[src/rtl/uart_pkg.sv]
package uart_pkg;
  localparam int MB_LEN7  = 6;
  localparam int MB_PAR   = 5;
  localparam int MB_STOP2 = 3;
  localparam int FRW      = 12;

  typedef struct packed {
    logic len7;
    logic par_en;
    logic stop2;
  } fmt_t;

  function automatic fmt_t fmt_of(input logic [7:0] m);
    fmt_t f;
    f.len7   = m[MB_LEN7];
    f.par_en = m[MB_PAR];
    f.stop2  = m[MB_STOP2];
    return f;
  endfunction

  function automatic logic [3:0] data_len(input fmt_t f);
    return f.len7 ? 4'd7 : 4'd8;
  endfunction

  // start + data + parity + stops
  function automatic logic [3:0] frame_len(input fmt_t f);
    return 4'd2 + data_len(f) + {3'b0, f.par_en} + {3'b0, f.stop2};
  endfunction

  function automatic logic data_par(input fmt_t f, input logic [7:0] d, input logic odd);
    return (f.len7 ? ^d[6:0] : ^d) ^ odd;
  endfunction
endpackage

[src/rtl/uart_fifo.sv]
module uart_fifo #(
  parameter int DW    = 8,
  parameter int DEPTH = 16,
  localparam int AW   = $clog2(DEPTH),
  localparam int CW   = AW + 1
) (
  input  logic          clk,
  input  logic          rst,
  input  logic          wr_en,
  input  logic [DW-1:0] wr_data,
  input  logic          rd_en,
  output logic [DW-1:0] rd_data,
  output logic [CW-1:0] count
);
  logic [DW-1:0] mem [DEPTH];
  logic [AW-1:0] wp, rp;
  logic do_wr, do_rd;

  assign do_wr = wr_en && (count != CW'(DEPTH));
  assign do_rd = rd_en && (count != '0);

  always_ff @(posedge clk) begin
    if (do_wr) mem[wp] <= wr_data;
  end

  always_ff @(posedge clk) begin
    if (do_rd) rd_data <= mem[rp];
  end

  always_ff @(posedge clk) begin
    if (rst) begin
      wp    <= '0;
      rp    <= '0;
      count <= '0;
    end else begin
      if (do_wr) wp <= wp + 1'b1;
      if (do_rd) rp <= rp + 1'b1;
      count <= count + CW'(do_wr) - CW'(do_rd);
    end
  end

  a_r5_count_bound: assert property (@(posedge clk) disable iff (rst)
    count <= CW'(DEPTH));
  a_r5_full_drop: assert property (@(posedge clk) disable iff (rst)
    (count == CW'(DEPTH) && wr_en && !rd_en) |=> count == CW'(DEPTH));
  a_r5_empty_read: assert property (@(posedge clk) disable iff (rst)
    (count == '0 && rd_en && !wr_en) |=> count == '0);
endmodule

[src/rtl/uart_tick.sv]
module uart_tick #(
  parameter int DIV_W = 16
) (
  input  logic             clk,
  input  logic             rst,
  input  logic [DIV_W-1:0] div,
  input  logic             ext_sel,
  input  logic             ext_in,
  output logic             tick
);
  logic [2:0]       eq;
  logic [DIV_W-1:0] cnt;

  always_ff @(posedge clk) begin
    if (rst) begin
      eq   <= '0;
      cnt  <= '0;
      tick <= 1'b0;
    end else begin
      eq <= {eq[1:0], ext_in};
      if (ext_sel) begin
        cnt  <= '0;
        tick <= eq[1] & ~eq[2];
      end else if (cnt == div) begin
        cnt  <= '0;
        tick <= 1'b1;
      end else begin
        cnt  <= cnt + 1'b1;
        tick <= 1'b0;
      end
    end
  end

  // internal divider never yields adjacent ticks unless div is 0
  a_r12_tick_gap: assert property (@(posedge clk) disable iff (rst)
    (tick && !ext_sel && div != '0) |=> !tick);
endmodule

[src/rtl/uart_tx.sv]
module uart_tx
  import uart_pkg::*;
(
  input  logic       clk,
  input  logic       rst,
  input  logic       tick,
  input  logic [7:0] mode,
  input  logic       par_odd,
  input  logic       cts,
  input  logic       have_data,
  input  logic [7:0] head,
  output logic       pop,
  output logic       txd
);
  typedef enum logic [1:0] {T_IDLE, T_LOAD, T_SEND} tst_e;
  tst_e           st;
  fmt_t           tf;
  logic [FRW-1:0] fr, sh;
  logic [3:0]     tcnt, left;

  assign pop = (st == T_IDLE) && tick && have_data && cts;

  always_comb begin
    tf = fmt_of(mode);
    fr = '1;
    fr[0] = 1'b0;
    for (int i = 0; i < 8; i++)
      if (i < int'(data_len(tf))) fr[i+1] = head[i];
    if (tf.par_en) fr[data_len(tf) + 4'd1] = data_par(tf, head, par_odd);
  end

  always_ff @(posedge clk) begin
    if (rst) begin
      st   <= T_IDLE;
      txd  <= 1'b1;
      sh   <= '1;
      tcnt <= '0;
      left <= '0;
    end else begin
      case (st)
        T_IDLE: if (pop) st <= T_LOAD;
        T_LOAD: begin
          txd  <= fr[0];
          sh   <= {1'b1, fr[FRW-1:1]};
          left <= frame_len(tf) - 4'd1;
          tcnt <= '0;
          st   <= T_SEND;
        end
        default: if (tick) begin
          tcnt <= tcnt + 1'b1;
          if (tcnt == 4'd15) begin
            if (left == '0) st <= T_IDLE;
            else begin
              txd  <= sh[0];
              sh   <= {1'b1, sh[FRW-1:1]};
              left <= left - 1'b1;
            end
          end
        end
      endcase
    end
  end

  a_r1_idle_mark: assert property (@(posedge clk) disable iff (rst)
    (st == T_IDLE) |-> txd);
  a_r11_cts_hold: assert property (@(posedge clk) disable iff (rst)
    (st == T_IDLE && !cts) |=> (st == T_IDLE));
endmodule

[src/rtl/uart_rx.sv]
module uart_rx
  import uart_pkg::*;
(
  input  logic       clk,
  input  logic       rst,
  input  logic       tick,
  input  logic [7:0] mode,
  input  logic       par_odd,
  input  logic       rxd_in,
  output logic       push,
  output logic [7:0] push_data,
  output logic       ferr,
  output logic       perr,
  output logic       brk
);
  typedef enum logic [2:0] {R_IDLE, R_START, R_BITS, R_DONE, R_HOLD} rst_e;
  rst_e           st;
  logic [1:0]     sync;
  logic           r;
  fmt_t           rf;
  logic [3:0]     cnt, idx, dl;
  logic [FRW-1:0] sh;
  logic [7:0]     dv;
  logic           pb, s1, all_low, pexp;

  assign r = sync[1];

  always_comb begin
    dl      = data_len(rf);
    dv      = rf.len7 ? {1'b0, sh[6:0]} : sh[7:0];
    pb      = sh[dl];
    s1      = sh[dl + {3'b0, rf.par_en}];
    all_low = (sh == '0);
    pexp    = data_par(rf, dv, par_odd);
  end

  always_ff @(posedge clk) begin
    if (rst) begin
      st <= R_IDLE; sync <= 2'b11; cnt <= '0; idx <= '0; sh <= '0; rf <= '0;
      push <= 1'b0; push_data <= '0; ferr <= 1'b0; perr <= 1'b0; brk <= 1'b0;
    end else begin
      sync <= {sync[0], rxd_in};
      push <= 1'b0;
      case (st)
        R_IDLE: if (tick && !r) begin
          cnt <= 4'd1;
          st  <= R_START;
        end
        R_START: if (tick) begin
          if (cnt == 4'd7) begin
            if (!r) begin
              st <= R_BITS; cnt <= '0; idx <= '0; sh <= '0; rf <= fmt_of(mode);
            end else st <= R_IDLE;
          end else cnt <= cnt + 1'b1;
        end
        R_BITS: if (tick) begin
          if (cnt == 4'd15) begin
            cnt     <= '0;
            sh[idx] <= r;
            if (idx == frame_len(rf) - 4'd2) st <= R_DONE;
            else idx <= idx + 1'b1;
          end else cnt <= cnt + 1'b1;
        end
        R_DONE: begin
          push      <= !all_low;
          push_data <= dv;
          ferr      <= !s1;
          perr      <= !all_low && rf.par_en && (pb != pexp);
          brk       <= all_low;
          st        <= R_HOLD;
        end
        default: if (r) st <= R_IDLE;
      endcase
    end
  end

  a_r9_break_not_stored: assert property (@(posedge clk) disable iff (rst)
    push |-> !brk);
  a_r8_flags_at_frame_end: assert property (@(posedge clk) disable iff (rst)
    !$stable(ferr) |-> $past(st == R_DONE));
endmodule

[src/rtl/uart_flow.sv]
module uart_flow #(
  parameter int DEPTH     = 16,
  parameter int DIV_W     = 16,
  parameter int RTS_LEVEL = 14,
  localparam int CW       = $clog2(DEPTH) + 1
) (
  input  logic             clk,
  input  logic             rst,
  input  logic [7:0]       mode,
  input  logic             par_odd,
  input  logic [DIV_W-1:0] baud_div,
  input  logic             ext_sel,
  input  logic             ext_clk16,
  input  logic             tx_wr,
  input  logic [7:0]       tx_data,
  output logic [CW-1:0]    tx_count,
  output logic             tx_empty,
  input  logic             cts,
  output logic             txd,
  input  logic             rx_rd,
  output logic [7:0]       rx_data,
  output logic [CW-1:0]    rx_count,
  output logic             rx_ready,
  output logic             rx_full,
  output logic             frame_err,
  output logic             par_err,
  output logic             brk_det,
  input  logic             rxd,
  output logic             rts
);
  logic       tick, tx_pop, rx_push;
  logic [7:0] tx_head, rx_byte;

  uart_tick #(.DIV_W(DIV_W)) u_tick (
    .clk(clk), .rst(rst), .div(baud_div), .ext_sel(ext_sel),
    .ext_in(ext_clk16), .tick(tick));

  uart_fifo #(.DW(8), .DEPTH(DEPTH)) u_txq (
    .clk(clk), .rst(rst), .wr_en(tx_wr), .wr_data(tx_data),
    .rd_en(tx_pop), .rd_data(tx_head), .count(tx_count));

  uart_tx u_tx (
    .clk(clk), .rst(rst), .tick(tick), .mode(mode), .par_odd(par_odd),
    .cts(cts), .have_data(!tx_empty), .head(tx_head), .pop(tx_pop), .txd(txd));

  uart_rx u_rx (
    .clk(clk), .rst(rst), .tick(tick), .mode(mode), .par_odd(par_odd),
    .rxd_in(rxd), .push(rx_push), .push_data(rx_byte),
    .ferr(frame_err), .perr(par_err), .brk(brk_det));

  uart_fifo #(.DW(8), .DEPTH(DEPTH)) u_rxq (
    .clk(clk), .rst(rst), .wr_en(rx_push), .wr_data(rx_byte),
    .rd_en(rx_rd), .rd_data(rx_data), .count(rx_count));

  assign tx_empty = (tx_count == '0);
  assign rx_ready = (rx_count != '0);
  assign rx_full  = (rx_count == CW'(DEPTH));

  always_ff @(posedge clk) begin
    if (rst) rts <= 1'b1;
    else     rts <= (rx_count < CW'(RTS_LEVEL));
  end

  a_r10_rts_high: assert property (@(posedge clk) disable iff (rst)
    (rx_count >= CW'(RTS_LEVEL)) |=> !rts);
  a_r10_rts_room: assert property (@(posedge clk) disable iff (rst)
    (rx_count < CW'(RTS_LEVEL)) |=> rts);
endmodule

[config.mk]
export PLATFORM = sky130hd
export DESIGN_NAME = uart_flow
export DESIGN_NICKNAME = d
export VERILOG_FILES = /design/src/rtl/uart_pkg.sv /design/src/rtl/uart_fifo.sv /design/src/rtl/uart_tick.sv /design/src/rtl/uart_tx.sv /design/src/rtl/uart_rx.sv /design/src/rtl/uart_flow.sv
export SDC_FILE = /design/constraint.sdc
export NUM_CORES = 1
export LEC_CHECK = 0
export CORE_MARGIN = 4
export CORE_UTILIZATION = 65
export DETAILED_ROUTE_END_ITERATION = 10
export PLACE_DENSITY = 0.95
export RECOVER_POWER = 50
export SLEW_MARGIN = 20
export SYNTH_ARGS = -nofsm -noshare
export SYNTH_HDL_FRONTEND = slang
export SYNTH_SLANG_ARGS = --single-unit
[constraint.sdc]
create_clock -name clk -period 7.8 [get_ports clk]
set_clock_uncertainty 0.1 [all_clocks]
set_input_delay 1.56 -clock clk [delete_from_list [all_inputs] [get_ports clk]]
set_output_delay 1.56 -clock clk [all_outputs]
set_load 0.005 [all_outputs]
==> results of run 1 <==
power groups by stage:
| stage | logic (W) | registers, W | clock network (W) |
|---|---|---|---|
| floorplan | 0.000439 | 0.00230 | 0 |
| global placement | 0.000629 | 0.00230 | 0 |
| detailed placement | 0.000682 | 0.00231 | 0 |
| CTS | 0.000718 | 0.00227 | 0.00184 |
| global route | 0.000785 | 0.00227 | 0.00193 |
| finish | 0.000730 | 0.00227 | 0.00183 |
Yosys cell counts (2+ instances only):
cell type and instances:
nor2_1 101, or3_1 2, mux2_2 2, xor2_1 24
o21ai_0 8, a221o_1 2, fa_1 4, and3_1 6
dfxtp_1 107, nand2b_1 10, nor3_2 2, or2_1 6
nand4b_1 2, a21oi_1 56, mux4_2 81, buf_2 11
nor4_1 3, nor3b_1 2, clkbuf_1 37, a21o_1 2
xnor2_1 51, a31oi_1 7, and4_1 2, o21ai_1 12
buf_1 7, mux2i_1 8, nand2_1 65, nand4_1 16
inv_1 42, nor3_1 19, ha_1 43, nor2b_1 16
a211oi_1 4, edfxtp_1 272, or2_2 3, nand3_1 10
o211ai_1 3, or4_1 2, nand3b_1 3, a22oi_1 2
routing by layer:
| metal | track usage | up-vias |
|---|---|---|
| met5 | 0 | - |
| met4 | 0.185 | 4 |
| met3 | 0.0714 | 212 |
| met2 | 0.507 | 759 |
| met1 | 0.348 | 4777 |
| li1 | - | 4113 |
through the flow:
step	instance area, µm²	setup WS [ps]	util
final	18000	2620	0.747
after global routing	18000	2410	0.747
after CTS	18000	3690	0.746
after detailed placement	16800	3440	0.694
after global placement	16800	3490	0.694
after floorplan	15900	4130	-
state kept, by name (all words and copies together), names as in the netlist, 8 cells and up:
register	cells
u_txq.mem	128
u_rxq.mem	128
u_rx.sh	12
u_rx.push_data	8
u_rxq.rd_data	8
u_tick.cnt	16
u_tx.sh	9
u_txq.rd_data	8
layout make-up:
type | count | area, µm² | area share
multi-input cells | 602 | 5250 | 0.291
flip-flops and latches | 379 | 10300 | 0.571
clock buffers | 52 | 1040 | 0.0579
well taps | 324 | 405 | 0.0225
repair buffers | 70 | 664 | 0.0368
clock inverters | 18 | 216 | 0.0120
inverters | 42 | 158 | 0.00873
worst min path at each step:
stage	startpoint	to	slack (ps)	depth (start not counted)
final	u_rx.sync[0]	u_rx.sync[1]	310	1
after global routing	u_rx.sync[0]	u_rx.sync[1]	340	1
after CTS	u_rx.sync[0]	u_rx.sync[1]	310	1
after detailed placement	u_rx.sync[0]	u_rx.sync[1]	300	1
after global placement	u_rx.sync[0]	u_rx.sync[1]	290	1
after floorplan	u_rx.sync[0]	u_rx.sync[1]	290	1
cells by family (layout without fill, tap and decap cells):
logic type / after synthesis / after routing / synth area share
buffers and inverters: 99 / 182 / 0.0249
DFF: 379 / 379 / 0.647
xor gates and xnor gates: 75 / 75 / 0.0412
muxes: 91 / 91 / 0.121
and+or+nand+nor: 282 / 282 / 0.0871
adders and majority gates: 47 / 47 / 0.0388
AOI/OAI and AO/OA: 107 / 107 / 0.0396
==> run metrics, run 1 <==
status=finished, violations left; failing checks=max-capacitance violations, max-slew violations; worst reg2reg path startpoint=u_rxq.rp[0]; share of total power in combinational logic=0.151; setup TNS=0 ps; worst hold path class=reg -> reg; vias per cell=around 6.6; post-CTS setup buffers=0; clk buf depth=3; Cell Int Power=0.00362 W; hold buffers post-CTS=0; std cell rows=57; Final period util=0.665; H-Tree Depth=2; slowest stage delay, CP=approximately 3000 ps; synthesized net count=around 1200; largest net degree at the start of global routing=95; GP Congestion=0.788; largest area contributor in the netlist=edfxtp_1; predominant post-synthesis flop cell=edfxtp_1; CTS sink count=between 300 and 400; Hold WS=314 ps; Worst Path Arrival=5490 ps; initial antenna violation count=2; met3 wire length=about 3800 µm; DR iter-0 viols=1279; Worst Path Required=8100 ps; clk_lat worst skew=560 ps; Mapped Area=about 16000 µm²; Clk pwr share=0.379; grt ovf=0; Cell Chain, Critical Path=clkbuf_1, or3_1, nor2_1; CP max-delay cell=clkbuf_1; commonest cells after routing, fill and taps aside=edfxtp_1, dfxtp_1, nor2_1; crit path capture=u_tick.cnt[3]; pwr/cell area=around 270 nW/µm²; fmax=about 190 MHz; RR Endpoint=u_rxq.rd_data[5]; DPL Wire Length=22900 µm; vias in the first global route=10089; Routed Wire Length=39500 µm; Avg Inst Size Synth=14.7 µm²; sequential power share=0.470; fin nets=approximately 1200; CP delay by family, top=buffers and inverters; first-pass iteration count of the detailed router=6; sw frac=0.250; Crit. Startpoint=rst; Max Cap Violations=3; Total Routing Usage GR=0.300; Worst Max-Slew Pin Slew=4460 ps; Leak=5.92 nW; boundary pin count=67; top post-synthesis cells by area=edfxtp_1, dfxtp_1, mux4_2; Pins Over Slew Limit=167; Routed wire per std cell=26.6 µm; Filler cells=1262; setup violators final=0; Post-synth EDFFs=272; layout cells sized above 1=0.140; met1 WL=roughly 13000 µm; CP Depth=3; Clk pin slew, worst setup/hold paths=60 ps; FF-to-FF path depth=3; initial core utilization=0.659; r2r setup slk=3660 ps; Net Sw Power=roughly 0.0012 W; Via Count=9865; # diodes=0; die area=between 20000 and 30000 µm²; CP Max Fanout=94; global-route wire length before repair=60500 µm; TritonCTS buffer count=38; die span in y=165 µm; total power=0.00483 W; commonest non-fill, non-tap cell in the layout=edfxtp_1; register area share after synthesis=0.647; Syn. warnings=0; Tmin final=5180 ps; Yosys top cell area share=0.513; die width=between 150 and 200 µm; Port Buffers=61; Finished Layout Cells=about 1500; asr flop ratio synth=0; CP Class=in -> reg; Cells after Synth=1080; synth unique cells=65; CTS tree=yes; WP buf/inv=1; core area=24200 µm²; Startpoint Class=input port; Fin. Hold Viols=0; CP endpoint kind=flop; CTS resizes=0; max_slew headroom=-1.97; RSZ-0062 raised after global routing=no; antenna-violating nets left=0; VDD IR-drop max=0.000280 V; CTS root buf=clkbuf_16; met2 WL=19700 µm; DR DRC count=0; #FFs+latches synth=379; placed cells=1417; Highest Signal Layer=met5; Synth-to-Final Area Change=13.3%
Note: power is estimated with default switching activity, not from simulation.
==> run 2: changes to the inputs <==
--- a/config.mk
+++ b/config.mk
@@ -6,9 +6,9 @@
 export NUM_CORES = 1
 export LEC_CHECK = 0
 export CORE_MARGIN = 4
-export CORE_UTILIZATION = 65
+export CORE_UTILIZATION = 55
 export DETAILED_ROUTE_END_ITERATION = 10
-export PLACE_DENSITY = 0.95
+export PLACE_DENSITY = 0.87
 export RECOVER_POWER = 50
 export SLEW_MARGIN = 20
 export SYNTH_ARGS = -nofsm -noshare
==> constraint.sdc (replaced) <==
create_clock -name clk -period 4.3 [get_ports clk]
set_clock_uncertainty 0.1 [all_clocks]
set_input_delay 0.86 -clock clk [delete_from_list [all_inputs] [get_ports clk]]
set_output_delay 0.86 -clock clk [all_outputs]
set_load 0.005 [all_outputs]
==> run 2 against run 1 <==
Flip-flop and latch count unchanged. Register-to-register slack got worse by 2900 ps. Routed wire length shrank 16%. Design area rose by 0.72%. Die area grew 17%. Worst setup slack got worse by 1900 ps. Sequential share of layout area decreased by 0.40 points. Sequential power is 85% higher. Clock power up 83%. Hold slack gained 11 ps. Combinational power increased by 58%. The flow still finishes with violations (max-capacitance violations, max-slew violations).
==> run metrics, run 2 (synthesis results as in run 1) <==
worst reg2reg path startpoint=u_rxq.count[2]; Hold WS=325 ps; FF-to-FF path depth=14; initial core utilization=0.556; status=finished, violations left; Clk pin slew, worst setup/hold paths=approximately 60 ps; initial antenna violation count=0; commonest cells after routing, fill and taps aside=edfxtp_1, dfxtp_1, nor2_1; Finished Layout Cells=1555; max_slew headroom=-0.364; Filler cells=1928; vias per cell=5.87; die area=roughly 32000 µm²; hold buffers post-CTS=0; # diodes=0; Fin. Hold Viols=0; GP Congestion=0.807; Pins Over Slew Limit=95; hold-critical path depth=1; global-route wire length before repair=51900 µm; CTS root buf=clkbuf_16; Worst Path Arrival=3810 ps; Min-Delay Startpoint=u_rx.sync[0]; Via Count=slightly above 9000; RSZ-0062 raised after global routing=no; Routed wire per std cell=21.4 µm; setup TNS=0 ps; met1 Track Usage GR=0.263; setup violators final=0; hold-critical path endpoint=u_rx.sync[1]; fin nets=1228; H-Tree Depth=2; boundary pin count=between 60 and 70; worst hold path class=reg -> reg; fmax=279 MHz; largest registers=u_rxq.mem x128, u_txq.mem x128, u_tick.cnt x16; CP Class=reg -> reg; DR DRC count=0; CTS resizes=0; layout cells sized above 1=0.145; post-CTS setup buffers=0; CTS sink count=379; std cell rows=62; met3 Use GR=0.0464; DPL Wire Length=20500 µm; Worst Path Required=4530 ps; Routed Wire Length=33200 µm; placed cells=1483; clk_lat worst skew=530 ps; final core utilization=0.635; r2r setup slk=720 ps; core area=28600 µm²; Max Cap Violations=1; VDD IR-drop max=0.000436 V; CP Max Fanout=13; die width=178 µm; failing checks=max-capacitance violations, max-slew violations; RR Endpoint=u_rxq.count[4]; global-route track usage on met2=0.379; TritonCTS buffer count=39; Leak=5.96 nW; die span in y=178 µm; Worst Max-Slew Pin Slew=2050 ps; CP endpoint kind=flop; Synth-to-Final Area Change=14.1%; DR iter-0 viols=969; commonest non-fill, non-tap cell in the layout=edfxtp_1; CTS tree=yes; first-pass iteration count of the detailed router=5; antenna-violating nets left=0; Port Buffers=61; clk buf depth=3; Total Routing Usage GR=0.213; most used routing layer=met2; pwr/cell area=479 nW/µm²; vias in the first global route=9267; largest net degree at the start of global routing=95; Startpoint Class=flop; Tmin final=~3600 ps; grt ovf=0; Final period util=0.832
==> run 2: cell type report <==
class | instances | area, µm² | share of cell area
sequential | 379 | 10300 | 0.567
clock buffer | 57 | 1110 | 0.0608
tap | 384 | 480 | 0.0264
timing repair buffer | 76 | 696 | 0.0383
multi-input combinational | 602 | 5250 | 0.289
inverter | 42 | 158 | 0.00867
clock inverter | 15 | 176 | 0.00970
==> run 2: critical path: stages, from the launching register on <==
cell and delay (ps):
dfxtp_1 340, inv_1 100, ha_1 190, or4b_1 500, and2_1 190, clkbuf_1 330, ha_1 420, inv_1 50
ha_1 220, fa_1 440, a21oi_1 140, nor2_1 60, nor2_1 110, xor2_1 150, nor2_1 50
==> run 2: metal layers <==
layer,wire length [µm],up-vias,share of wire
met5,0,-,0
met4,922,0,0.028
met3,2250,63,0.068
met2,17600,362,0.53
met1,12500,4564,0.37
li1,-,4138,-
==> run 2: worst max-delay path by stage <==
stage,startpoint,endpoint,slack (ps),cells past startpoint
global route,u_rxq.count[2],u_rxq.count[4],480,14
floorplan,u_rxq.count[2],u_rxq.count[4],1180,14
detailed placement,cts,u_txq.count[4],890,12
finish,u_rxq.count[2],u_rxq.count[4],720,14
CTS,u_rxq.count[2],u_rxq.count[4],1010,14
global placement,cts,u_txq.count[4],940,12
==> run 2: where the power goes <==
group | total (W) | switching [W] | internal [W] | leakage, nW
registers | 0.00421 | 0.000173 | 0.00403 | 3.36
clock network | 0.00334 | 0.00140 | 0.00194 | 0.632
logic | 0.00115 | 0.000493 | 0.000659 | 1.97
total | 0.00870 | 0.00206 | 0.00663 | 5.96
==> run 2: per-stage QoR <==
stage | power, W | instance area, µm² | worst slack, ps
finish | 0.00870 | 18200 | 721
global route | 0.00904 | 18200 | 483
CTS | 0.00877 | 18200 | 1010
detailed placement | 0.00541 | 16900 | 895
global placement | 0.00534 | 16900 | 936
floorplan | 0.00497 | 15900 | 1180
